<file path="src/rtl/agen16_pkg.sv">
package agen16_pkg;
  localparam logic [2:0] SEG_ES = 3'd0;
  localparam logic [2:0] SEG_CS = 3'd1;
  localparam logic [2:0] SEG_SS = 3'd2;
  localparam logic [2:0] SEG_DS = 3'd3;

  typedef enum logic [1:0] {ST_IDLE, ST_FETCH, ST_DONE} agenState_t;

  typedef struct packed {
    logic load;
    logic capLo;
    logic capHi;
  } ctlStrobes_t;
endpackage

</file>
<file path="src/rtl/agen16_ctl.sv">
module agen16_ctl
  import agen16_pkg::*;
(
  input  logic        clk,
  input  logic        rstN,
  input  logic        startValid,
  input  logic [1:0]  modIn,
  input  logic [2:0]  rmIn,
  input  logic        dispValid,
  output logic        startReady,
  output logic        dispReady,
  output logic        doneValid,
  output logic [1:0]  bytesUsed,
  output ctlStrobes_t strb
);
  agenState_t state;
  logic [1:0] needQ;
  logic [1:0] gotQ;
  logic [1:0] needNow;
  logic       accept;
  logic       take;

  always_comb begin
    unique case (modIn)
      2'd0:    needNow = (rmIn == 3'd6) ? 2'd2 : 2'd0;
      2'd1:    needNow = 2'd1;
      2'd2:    needNow = 2'd2;
      default: needNow = 2'd0;
    endcase
  end

  assign startReady = (state == ST_IDLE);
  assign dispReady  = (state == ST_FETCH);
  assign doneValid  = (state == ST_DONE);
  assign bytesUsed  = gotQ;
  assign accept     = startValid && startReady;
  assign take       = dispValid && dispReady;

  always_comb begin
    strb.load  = accept;
    strb.capLo = take && (gotQ == 2'd0);
    strb.capHi = take && (gotQ == 2'd1);
  end

  always_ff @(posedge clk or negedge rstN) begin
    if (!rstN) begin
      state <= ST_IDLE;
      needQ <= 2'd0;
      gotQ  <= 2'd0;
    end else begin
      unique case (state)
        ST_IDLE: if (accept) begin
          needQ <= needNow;
          gotQ  <= 2'd0;
          state <= (needNow == 2'd0) ? ST_DONE : ST_FETCH;
        end
        ST_FETCH: if (take) begin
          gotQ <= gotQ + 2'd1;
          if (gotQ + 2'd1 == needQ) state <= ST_DONE;
        end
        default: state <= ST_IDLE;
      endcase
    end
  end

  p_ready_excl_r1: assert property (@(posedge clk) disable iff (!rstN)
    !(startReady && dispReady));
  p_done_pulse_r1: assert property (@(posedge clk) disable iff (!rstN)
    doneValid |=> (!doneValid && startReady));
  p_fetch_wait_r2: assert property (@(posedge clk) disable iff (!rstN)
    (dispReady && !dispValid) |=> dispReady);
endmodule

</file>
<file path="src/rtl/agen16_dp.sv">
module agen16_dp
  import agen16_pkg::*;
#(
  parameter int OFFS_W = 16
) (
  input  logic              clk,
  input  logic              rstN,
  input  ctlStrobes_t       strb,
  input  logic [1:0]        modIn,
  input  logic [2:0]        rmIn,
  input  logic              wrIn,
  input  logic              ovrValidIn,
  input  logic [2:0]        ovrSegIn,
  input  logic              flatIn,
  input  logic [7:0]        dispByte,
  input  logic [OFFS_W-1:0] regBx,
  input  logic [OFFS_W-1:0] regBp,
  input  logic [OFFS_W-1:0] regSi,
  input  logic [OFFS_W-1:0] regDi,
  output logic [OFFS_W-1:0] offset,
  output logic [2:0]        segCode,
  output logic              segOverridden,
  output logic              invalid,
  output logic              writeFault
);
  localparam int HI_W = OFFS_W - 8;

  logic [1:0]        modQ;
  logic [2:0]        rmQ;
  logic              wrQ, ovrQ, flatQ;
  logic [2:0]        ovrSegQ;
  logic [7:0]        loQ, hiQ;
  logic [OFFS_W-1:0] baseTerm, indexTerm, dispTerm;
  logic              dispOnly, bpForm;

  always_ff @(posedge clk or negedge rstN) begin
    if (!rstN) begin
      modQ <= '0; rmQ <= '0; wrQ <= 1'b0; ovrQ <= 1'b0;
      flatQ <= 1'b0; ovrSegQ <= '0; loQ <= '0; hiQ <= '0;
    end else begin
      if (strb.load) begin
        modQ <= modIn; rmQ <= rmIn; wrQ <= wrIn; ovrQ <= ovrValidIn;
        flatQ <= flatIn; ovrSegQ <= ovrSegIn; loQ <= '0; hiQ <= '0;
      end
      if (strb.capLo) loQ <= dispByte;
      if (strb.capHi) hiQ <= dispByte;
    end
  end

  assign dispOnly = (modQ == 2'd0) && (rmQ == 3'd6);
  assign bpForm   = ((rmQ == 3'd2) || (rmQ == 3'd3) || (rmQ == 3'd6)) && !dispOnly;

  always_comb begin
    unique case (rmQ)
      3'd0, 3'd1, 3'd7: baseTerm = regBx;
      3'd2, 3'd3, 3'd6: baseTerm = regBp;
      default:          baseTerm = '0;
    endcase
    unique case (rmQ)
      3'd0, 3'd2, 3'd4: indexTerm = regSi;
      3'd1, 3'd3, 3'd5: indexTerm = regDi;
      default:          indexTerm = '0;
    endcase
    unique case (modQ)
      2'd1:    dispTerm = {{HI_W{loQ[7]}}, loQ};
      2'd2:    dispTerm = {{(HI_W-8){1'b0}}, hiQ, loQ};
      2'd0:    dispTerm = dispOnly ? {{(HI_W-8){1'b0}}, hiQ, loQ} : '0;
      default: dispTerm = '0;
    endcase
  end

  always_comb begin
    invalid = (modQ == 2'd3);
    if (invalid)       offset = '0;
    else if (dispOnly) offset = dispTerm;
    else               offset = baseTerm + indexTerm + dispTerm;
    segOverridden = ovrQ;
    segCode       = ovrQ ? ovrSegQ : (bpForm ? SEG_SS : SEG_DS);
    writeFault    = flatQ && wrQ && ovrQ && (ovrSegQ == SEG_CS);
  end

  p_load_hold_r8: assert property (@(posedge clk) disable iff (!rstN)
    !strb.load |=> $stable(segOverridden));
endmodule

</file>
<file path="src/rtl/modrm16_agen.sv">
module modrm16_agen
  import agen16_pkg::*;
(
  input  logic        clk,
  input  logic        rstN,
  input  logic        startValid,
  output logic        startReady,
  input  logic [7:0]  modrm,
  input  logic        ovrValid,
  input  logic [2:0]  ovrSeg,
  input  logic        flatMode,
  input  logic        dispValid,
  output logic        dispReady,
  input  logic [7:0]  dispByte,
  input  logic [15:0] regBx,
  input  logic [15:0] regBp,
  input  logic [15:0] regSi,
  input  logic [15:0] regDi,
  output logic        doneValid,
  output logic [15:0] offset,
  output logic [2:0]  segCode,
  output logic        segOverridden,
  output logic [1:0]  bytesUsed,
  output logic        invalid,
  output logic        writeFault
);
  ctlStrobes_t strb;

  agen16_ctl u_ctl (
    .clk(clk), .rstN(rstN), .startValid(startValid),
    .modIn(modrm[7:6]), .rmIn(modrm[2:0]), .dispValid(dispValid),
    .startReady(startReady), .dispReady(dispReady), .doneValid(doneValid),
    .bytesUsed(bytesUsed), .strb(strb)
  );

  agen16_dp #(.OFFS_W(16)) u_dp (
    .clk(clk), .rstN(rstN), .strb(strb),
    .modIn(modrm[7:6]), .rmIn(modrm[2:0]), .wrIn(modrm[4]),
    .ovrValidIn(ovrValid), .ovrSegIn(ovrSeg), .flatIn(flatMode),
    .dispByte(dispByte), .regBx(regBx), .regBp(regBp), .regSi(regSi),
    .regDi(regDi), .offset(offset), .segCode(segCode),
    .segOverridden(segOverridden), .invalid(invalid), .writeFault(writeFault)
  );

  p_mod3_quiet_r9: assert property (@(posedge clk) disable iff (!rstN)
    (doneValid && invalid) |-> (bytesUsed == 2'd0 && offset == 16'd0));
  p_fault_seg_r10: assert property (@(posedge clk) disable iff (!rstN)
    (doneValid && writeFault) |-> (segOverridden && segCode == SEG_CS));
endmodule

</file>
<file path="config.mk">
export PLATFORM = sky130hd
export DESIGN_NAME = modrm16_agen
export DESIGN_NICKNAME = d
export VERILOG_FILES = /design/src/rtl/agen16_pkg.sv /design/src/rtl/agen16_ctl.sv /design/src/rtl/agen16_dp.sv /design/src/rtl/modrm16_agen.sv
export SDC_FILE = /design/constraint.sdc
export NUM_CORES = 1
export LEC_CHECK = 0
export ABC_AREA = 1
export BUFFER_PORTS_ARGS = -buffer_cell sky130_fd_sc_hd__buf_2
export CAP_MARGIN = 20
export CORE_ASPECT_RATIO = 1.75
export CORE_MARGIN = 3
export CORE_UTILIZATION = 55
export CTS_CLUSTER_DIAMETER = 120
export DETAILED_ROUTE_END_ITERATION = 8
export PLACE_DENSITY = 0.95
export SLEW_MARGIN = 20
export SYNTH_ARGS = -nofsm -noshare
export SYNTH_HDL_FRONTEND = slang
export SYNTH_SLANG_ARGS = --single-unit
</file>
<file path="constraint.sdc">
create_clock -name clk -period 6.6 [get_ports clk]
set_input_delay 0.66 -clock clk [delete_from_list [all_inputs] [get_ports clk]]
set_output_delay 0.66 -clock clk [all_outputs]
set_load 0.01 [all_outputs]
</file>
After elaboration in Yosys (flattened, before gate mapping)
Cells that the tools add are included.

Bits in registers: 33. Output and inout port bits: 27. Input port bits: 89.

Eq/ne operators: 21. Reduce and logical (&&, ||, !) cells: 28. Add/sub/neg operators: 3. Multiplexer cells: 21.

Operators by type and width (count): case mux 16 bit (2 select lines) (2); two-way mux 16 bit (3); case mux 16 bit (3 select lines) (1); adder 16 bit (2); two-way mux 8 bit (3); equality test 3 bit, second input constant (5); two-way mux 2 bit (7); OR reduction 3 bit (4); logical NOT 2 bit (5); logical AND 1 bit (9); equality test 2 x 1 -> 1 bit, second input constant (4); equality test 2 bit, second input constant (4); case mux 2 bit (2 select lines) (2); equality test 3 x 1 -> 1 bit, second input constant (2); equality test 3 x 2 -> 1 bit, second input constant (2); != test 2 bit, second input constant (3); case mux 2 bit (3 select lines) (1); AND reduction 3 bit (2); nonzero test 2 bit (3); logical NOT 3 bit (1); two-way mux 3 bit (1); adder 2 x 1 -> 2 bit, second input constant (1); equality test 2 bit (1); logical OR 1 bit (2); other kinds (3) (3).

Depth between registers and ports, before layout
Gate-level depths: netlist (run 1).

Word-level depth: 7. Mapped depth: 22.

Modules after synthesis
From an unflattened synthesis (run 1), not the netlist that was laid out.

Cells, all modules: 560. Area total of the unflattened synthesis: 3582.2 um2.

Modules (own cells, without submodules): agen16_dp (area each 3148.0 um2, cells each 498, instances 1); agen16_ctl (area each 434.2 um2, cells each 62, instances 1).

Worst setup path before layout (run 1)
No wires, ideal clock.

Path type: register to output. From: register u_dp.modQ[1]. To: output port offset[15]. Slack: 2.764 ns. Path buffers: 0. Cell stages (with the launch flop): 20. Data arrival time: 3.176 ns. Data required time: 5.940 ns. Cell sequence: dfrtp_1 nor2_2 nand3_4 o21ai_4 inv_2 o21ai_4 nand2_1 fa_1 inv_1 ha_1 fa_1 inv_1 nor3_1 nor2_1 nor2_1 nor2_1 nand3_1 nand2_1 nor2_1 nor2_1.

Word-level cells in the longest chain between the ends: 7. Elaborated cells on any way between the ends: 10. Classes of those cells: add/sub: 1; eq/ne: 3; mux: 4; reduce/logical: 2.

RTL lines: start, declared (RTL line agen16_dp.sv:28) `logic [1:0] modQ;`; start signal, assigned (RTL line agen16_dp.sv:42) `modQ <= modIn; rmQ <= rmIn; wrQ <= wrIn; ovrQ <= ovrValidIn;`; logical NOT 2 bit (RTL line agen16_dp.sv:50, agen16_dp.sv:64); logical AND 1 bit (RTL line agen16_dp.sv:50) `assign dispOnly = (modQ == 2'd0) && (rmQ == 3'd6);`; two-way mux 16 bit (RTL line agen16_dp.sv:67) `2'd0: dispTerm = dispOnly ? {{(HI_W-8){1'b0}}, hiQ, loQ} : '0;`; case mux 16 bit (3 select lines) (RTL line agen16_dp.sv:64) `unique case (modQ)`; adder 16 bit (RTL line agen16_dp.sv:76) `else offset = baseTerm + indexTerm + dispTerm;`; two-way mux 16 bit (RTL line agen16_dp.sv:75) `else if (dispOnly) offset = dispTerm;`; two-way mux 16 bit (*) (RTL line agen16_dp.sv:74) `if (invalid) offset = '0;`; end, declared (RTL line modrm16_agen.sv:20) `output logic [15:0] offset,`.

Every way passes the cells marked *; elsewhere a longest branch is shown, timed or not.

Worst setup path after layout (run 1)
From: register u_dp.rmQ[1]. To: output port offset[9].

Word-level cells in the longest chain between the ends: 7. Elaborated cells on any way between the ends: 21. Classes of those cells: add/sub: 2; eq/ne: 7; mux: 6; reduce/logical: 6.

RTL lines: start, declared (RTL line agen16_dp.sv:29) `logic [2:0] rmQ;`; start signal, assigned (RTL line agen16_dp.sv:42); equality test 3 x 2 -> 1 bit, or another cell as far along (RTL line agen16_dp.sv:54, agen16_dp.sv:59); OR reduction 3 bit, or another cell as far along (RTL line agen16_dp.sv:54) `unique case (rmQ)`; case mux 16 bit (2 select lines), or another cell as far along (RTL line agen16_dp.sv:54); adder 16 bit / case mux 16 bit (3 select lines) (equally long branches) (RTL line agen16_dp.sv:76, agen16_dp.sv:64); adder 16 bit (RTL line agen16_dp.sv:76); two-way mux 16 bit (*) (RTL line agen16_dp.sv:75); two-way mux 16 bit (*) (RTL line agen16_dp.sv:74).

Marked as above.

==> out/qor.csv, run 1 <==
stage,metric,value,unit
worst_setup_path,crit_buf_inv,5,
grt,grt_overflow,0,
worst_setup_path,ff2ff_path_depth,5,
clock_tree,htree_levels,2,
yosys,postSynthRegisterBits,33,
sta,rsz0062_at_grt,false,
grt,grt_antenna_before_repair,0,
worst_setup_path,slowest_delay,0.86,ns
worst_setup_path,cp_top_family,simple AND/OR/NAND/NOR gates,
grt,grt_pass1_vias,3883,
yosys,synth-xor-area-share,1.97,%
clock_tree,cts_root_buf,clkbuf_8,
yosys,synth_edf_count,0,
yosys,synth_top_family_by_area,simple AND/OR/NAND/NOR gates,
worst_setup_path,r2r_slack,4.53,ns
drt,dr_wl_met3,393,um
run_status,status,"finished, final reports clean",
cells_and_area,final_common_cell,nand2_1,
yosys,synthFlopType,dfrtp_1,
yosys,yosysSeqAreaShare,23.2,%
worst_setup_path,critPathMostFrequentCell,inv_1,
grt,grt_pass1_wl,16.7,mm
yosys,netlist_instances,549,
drt,wl_met1,3.63,mm
run,drv_cap,0,
sta,hold_viol_final,0,
yosys,yosysUniqueCellTypes,36,
clock_tree,hold_buffers,0,
sta,maxSlewHeadroom,32.9,%
yosys,ys_warn_count,0,
placed_design,io_buffer_count,113,
yosys,synth_area_per_cell,6.48,sq um
cells_and_area,n_antenna_cell,0,
clock_tree,cts_inserted_buffers,5,
yosys,synth-simple-area-share,32.1,%
cells_and_area,drive_gt1_share,21.0,%
floorplanning,core-area,6230,sq um
sta,maxSlewViolCount,0,
yosys,synth_compound_gate_area_share,13.7,%
sta,fmax,195,MHz
cells_and_area,nNetsFinal,772,
placed_design,gp_congestion,0.983,
clock_tree,cts.path.max_buffers,2,
cells_and_area,mostFrequentLayoutCells,"nand2_1 (127), buf_2 (113), inv_1 (107)",
clock_tree,cts-resized-gates,0,
grt,gr-usage-all-layers,28.7,%
yosys,synth.net_count,670,
floorplanning,rows,38,
worst_setup_path,rr_endpoint,u_ctl.needQ[0]$_DFFE_PN0P_,
clock_tree,clk_pin_slew_worst_paths,0.07,ns
clock_tree,clk_latency,0.29,ns
drt,routed.top_layer,met4,
floorplanning,io_pins,116,
clock_tree,post_cts_buffers,0,
grt,grt_max_degree,34,
worst_setup_path,cp.required,5.94,ns
worst_setup_path,critPathLaunchType,flop,
drt,drt-pass1-iter-count,5,
sta,tightest_slew,1.00,ns
drt,routed_wirelength,10.7,mm
clock_tree,cts_tree,built,
floorplanning,die_area,7500,sq um
worst_setup_path,crit_arrival,4.47,ns
min_path,worstHoldPathType,primary input to asynchronous set/reset pin,
yosys,syn_area,3560,sq um
worst_setup_path,critPathSlowestCell,nand2_1,
drt,routedWlPerCell,14.6,um
floorplanning,die_width,66.8,um
sta,finalCriticalPeriod,5.13,ns
drt,drc,0,
placed_design,dp_hpwl,8.73,mm
yosys,synthMuxAreaShare,0,%
drt,met2_length,5.98,mm
worst_setup_path,critPathCaptureType,output port,
drt,viasPerCell,5.44,
worst_setup_path,reg2reg_from,u_ctl.state[0]$_DFFE_PN0P_,
sta,skew,0.00791,ns
sta,fin_setup_tns,0,ns
yosys,async_flop_share,100,%
worst_setup_path,worstPathMaxFanout,32,
yosys,yosys.area_share.adder,14.6,%
drt,drtIter0Drc,199,
drt,num_vias,3979,
floorplanning,die_h,112,um
clock_tree,cts.sinks,33,
worst_setup_path,worstSetupPathType,flop to output port,
sta,setup_violations,0,
worst_setup_path,crit_chain,nand2_1 > nand3_1 > nand2_1 > inv_1 > fa_1 > inv_1 > ha_1 > fa_1 > inv_1 > nor3_1 > nor2_1 > o21ai_0 > xor2_1 > o21ai_0 > inv_1 > buf_2,
cells_and_area,syn_to_final_growth,19.8,%
floorplanning,initial_utilization,57.1,%
sta,layout_worst_path_cycle_share,77.8,%
drt,final_antenna_net_count,0,
## cells in the mapped netlist, types with 2 or more instances
| library cell | n | area share (%) |
|---|---|---|
| buf_2 | 2 | 0.28 |
| a21boi_0 | 3 | 0.63 |
| nor2_1 | 23 | 2.4 |
| o21ai_0 | 42 | 5.9 |
| dfrtp_1 | 33 | 23 |
| o21bai_1 | 3 | 0.63 |
| xor2_1 | 4 | 0.99 |
| a21o_1 | 2 | 0.42 |
| nand2_4 | 2 | 0.63 |
| inv_2 | 6 | 0.63 |
| clkbuf_1 | 14 | 1.5 |
| o21ai_1 | 2 | 0.28 |
| a21oi_1 | 25 | 3.5 |
| nand3_1 | 97 | 14 |
| xnor2_1 | 4 | 0.99 |
| inv_1 | 107 | 11 |
| o22ai_1 | 3 | 0.53 |
| o21ai_4 | 2 | 0.91 |
| ha_1 | 16 | 5.6 |
| nor2_2 | 2 | 0.35 |
| nand2_1 | 127 | 13 |
| fa_1 | 16 | 9.0 |
## per-stage QoR
step / setup slack [ns] / util [%] / hold slack [ns] / cell area (sq um) / instances
finish: 1.47 / 68.4 / 0.418 / 4260 / 732
global route: 1.24 / 68.4 / 0.467 / 4260 / 732
CTS: 1.55 / 68.4 / 0.438 / 4260 / 732
detailed placement: 1.86 / 66.5 / 0.464 / 4140 / 724
global placement: 1.94 / 66.5 / 0.463 / 4140 / 724
floorplan: 2.76 / - / 0.364 / 3560 / 549
## layer usage
layer,GRT usage [%],vias up
li1,-,1941
met1,27.3,1862
met2,56.0,131
met3,2.00,45
met4,17.4,0
met5,0,-
## cell type report
type	count	area, sq um
inverter	113	424
timing repair buffer	114	573
clock inverter	1	30.0
tap	80	100
fill	558	1970
multi-input combinational	384	2220
clock buffer	7	86.3
sequential	33	826
## kinds of logic after synthesis
kind of cell	after synthesis
buffers and inverters	132
xor gates and xnor gates	8
DFF	33
AOI/OAI and AO/OA	86
adders and majority gates	32
and+or+nand+nor	258
## worst register-to-register path: stages, from the launching register on
cell and delay (ns):
dfrtp_1 0.41, nor2_1 0.14, nand2_1 0.54, inv_1 0.55
nand2_1 0.14, o21ai_0 0.20
## sequential cells by signal (all words and copies together), names as in the netlist, 2 cells and up
name and flops:
u_dp.rmQ 3, u_dp.modQ 2, u_ctl.bytesUsed 2, u_ctl.needQ 2
u_dp.ovrSegQ 3, u_dp.hiQ 8, u_dp.loQ 8, u_ctl.state 2
## how the worst max path moves through the flow
stage	from	end	slack, ns	cells past startpoint
6_report	u_dp.rmQ[1]$_DFFE_PN0P_	offset[9]	1.47	16
4_1_cts	u_dp.rmQ[1]$_DFFE_PN0P_	offset[9]	1.55	16
5_1_grt	u_dp.rmQ[1]$_DFFE_PN0P_	offset[9]	1.24	16
2_1_floorplan	u_dp.modQ[1]$_DFFE_PN0P_	offset[15]	2.76	19
3_3_place_gp	u_dp.rmQ[1]$_DFFE_PN0P_	offset[9]	1.94	16
3_5_place_dp	u_dp.rmQ[1]$_DFFE_PN0P_	offset[9]	1.86	16
Power of run 1 is left out: the tool's default activity adds up to more than one toggle a clock period on the data nets, which glitch-free logic cannot reach.
==> inputs of run 2 (changes only) <==
Settings changed: ABC_AREA 1 to 0, CORE_UTILIZATION 55 to 53, PLACE_DENSITY 0.95 to 0.93.
Clock period 6.6 ns to 5.2 ns, I/O delays scaled along.
==> out/qor.csv, run 2 <==
stage,metric,value,unit,change
cells_and_area,syn_to_final_growth,21.0,%,
drt,drt-pass1-iter-count,7,,+2
floorplanning,die_area,7960,sq um,+6.1%
clock_tree,cts_tree,built,,
worst_setup_path,slowest_delay,0.53,ns,-0.33 ns
worst_setup_path,r2r_slack,3.28,ns,-1.25 ns
grt,grt_overflow,0,,unchanged
worst_setup_path,worstSetupPathType,flop to output port,,
cells_and_area,drive_gt1_share,26.8,%,+5.8 points
worst_setup_path,cp.required,4.68,ns,-1.26 ns
worst_setup_path,crit_buf_inv,3,,-2
yosys,ys_warn_count,0,,unchanged
yosys,synth_top_cells_by_count,"nand2_1 (100), inv_1 (52), a21oi_1 (44), dfrtp_1 (33), nor2_1 (30)",,
clock_tree,post_cts_buffers,0,,unchanged
cells_and_area,n_antenna_cell,0,,unchanged
sta,maxSlewViolCount,0,,unchanged
yosys,yosys.cell_count.top_type,nand2_1,,
grt,grt_pass1_vias,3765,,-3.0%
run,drv_cap,0,,unchanged
sta,rsz0062_at_grt,false,,
worst_setup_path,critPathLaunchType,flop,,
sta,setup_violations,0,,unchanged
yosys,syn_area,3650,sq um,+2.7%
min_path,worstHoldPathType,primary input to asynchronous set/reset pin,,
yosys,synth_area_per_cell,7.61,sq um,+17%
sta,skew,0.00466,ns,-0.00325 ns
drt,routedWlPerCell,15.5,um,+6.1%
worst_setup_path,crit_arrival,4.18,ns,-0.29 ns
worst_setup_path,worstPathMaxFanout,17,,-47%
placed_design,dp_hpwl,7.86,mm,-10%
cells_and_area,final_common_cell,buf_2,,
sta,tightest_slew,1.07,ns,+0.0623 ns
yosys,async_flop_share,100,%,unchanged
clock_tree,hold_buffers,0,,unchanged
floorplanning,core-area,6590,sq um,+5.8%
floorplanning,die_width,68.7,um,+2.9%
grt,grt_max_degree,38,,+12%
yosys,postSynthRegisterBits,33,,unchanged
floorplanning,initial_utilization,55.4,%,-1.7 points
sta,maxSlewHeadroom,28.7,%,-4.2 points
sta,timing.final.ws_setup,0.503,ns,-0.963 ns
worst_setup_path,reg2reg_from,u_ctl.state[1]$_DFFE_PN0P_,,
yosys,yosys-top-cells-area,"dfrtp_1 (23%), nand2_1 (10%), fa_1 (8.8%)",,
worst_setup_path,cp.depth,17,,+1
yosys,yosys.area.top_type,dfrtp_1,,
placed_design,gp_congestion,0.944,,-4.0%
clock_tree,cts-resized-gates,0,,unchanged
sta,hold_viol_final,0,,unchanged
clock_tree,clk_pin_slew_worst_paths,0.05,ns,-0.02 ns
run_status,status,"finished, final reports clean",,
grt,gr-usage-all-layers,26.7,%,-2.0 points
floorplanning,rows,39,,+2.6%
cells_and_area,nNetsFinal,702,,-9.1%
grt,grt_pass1_wl,16.3,mm,-2.1%
clock_tree,cts_inserted_buffers,5,,unchanged
sta,fmax,213,MHz,
yosys,netlist_instances,480,,-13%
drt,num_vias,3758,,-5.6%
worst_setup_path,cp_top_family,adder cells,,
sta,fin_setup_tns,0,ns,unchanged
drt,viasPerCell,5.66,,+4.1%
drt,drc,0,,unchanged
drt,final_antenna_net_count,0,,unchanged
grt,grt_antenna_before_repair,0,,unchanged
clock_tree,cts_root_buf,clkbuf_16,,
worst_setup_path,critPathSlowestCell,fa_1,,
yosys,synth_top_area_share,22.6,%,-0.60 points
worst_setup_path,critPathCaptureType,output port,,
clock_tree,cts.path.max_buffers,2,,unchanged
yosys,synth.net_count,601,,-10%
drt,drtIter0Drc,241,,+21%
yosys,synth_edf_count,0,,unchanged
worst_setup_path,crit_chain,nand2_2 > nor2_1 > nor3_1 > nor2_1 > buf_4 > nand2_1 > fa_1 > inv_1 > ha_1 > fa_1 > a211oi_1 > o211ai_1 > nand4_1 > o221ai_1 > xor2_1 > a211oi_2 > buf_2,,
drt,routed_wirelength,10.3,mm,-3.7%
cells_and_area,mostFrequentLayoutCells,"buf_2 (113), nand2_1 (100), inv_1 (52)",,
yosys,yosysSeqAreaShare,22.6,%,-0.60 points
yosys,yosysUniqueCellTypes,47,,+31%
sta,finalCriticalPeriod,4.70,ns,
floorplanning,die_h,116,um,+3.0%
placed_design,dp_slack,0.813,ns,-1.05 ns
cells_and_area,biggestRegsByFlops,"u_dp.hiQ (8), u_dp.loQ (8)",,
clock_tree,cts.sinks,33,,unchanged
sta,layout_worst_path_cycle_share,90.3,%,
clock_tree,clk_latency,0.28,ns,about the same
floorplanning,io_pins,116,,unchanged
yosys,synthFlopType,dfrtp_1,,
worst_setup_path,rr_endpoint,u_dp.rmQ[2]$_DFFE_PN0P_,,
clock_tree,htree_levels,2,,unchanged
placed_design,io_buffer_count,113,,unchanged
worst_setup_path,ff2ff_path_depth,3,,-2
==> run 2: cell type report <==
type                            count  area, sq um
Fill cell                         555         2170
Timing Repair Buffer              119          611
Sequential cell                    33          826
Tap cell                           82          103
Clock buffer                        7          143
Inverter                           52          195
Multi-Input combinational cell    370         2510
Clock inverter                      1         30.0
==> run 2: worst max path at each step <==
stage	startpoint	to	slack, ns
after floorplan	u_dp.rmQ[1]$_DFFE_PN0P_	offset[15]	1.11
after global placement	u_dp.rmQ[1]$_DFFE_PN0P_	offset[15]	0.82
after detailed placement	u_dp.rmQ[1]$_DFFE_PN0P_	offset[15]	0.81
after CTS	u_dp.rmQ[1]$_DFFE_PN0P_	offset[15]	0.50
after global routing	u_dp.rmQ[1]$_DFFE_PN0P_	offset[11]	0.03
final	u_dp.rmQ[1]$_DFFE_PN0P_	offset[15]	0.50
==> run 2: stage by stage <==
| stage | cell area [sq um] | std cells | utilization [%] | hold WS [ns] |
|---|---|---|---|---|
| after CTS | 4420 | 664 | 67.1 | 0.319 |
| after floorplan | 3650 | 480 | - | 0.224 |
| after global placement | 4250 | 656 | 64.5 | 0.472 |
| after detailed placement | 4250 | 656 | 64.5 | 0.485 |
| final | 4420 | 664 | 67.1 | 0.299 |
| after global routing | 4420 | 664 | 67.1 | 0.337 |
==> run 2: cell families after synthesis <==
family	Yosys count	synth area share (%)
and+or+nand+nor	176	20.9
AOI/OAI and AO/OA	101	16.3
buffers and inverters	77	8.57
muxes	45	13.2
DFF	33	22.6
adders and majority gates	32	14.3
xor gates and xnor gates	16	4.22
==> run 2: metal layers <==
metal | track usage [%] | vias up | part of all wire (%)
met5 | 0 | - | 0
met4 | 12.8 | 0 | 4.2
met3 | 3.88 | 40 | 5.2
met2 | 50.3 | 156 | 56
met1 | 27.5 | 1752 | 35
li1 | - | 1810 | -
Power of run 2 is left out for the same reason.
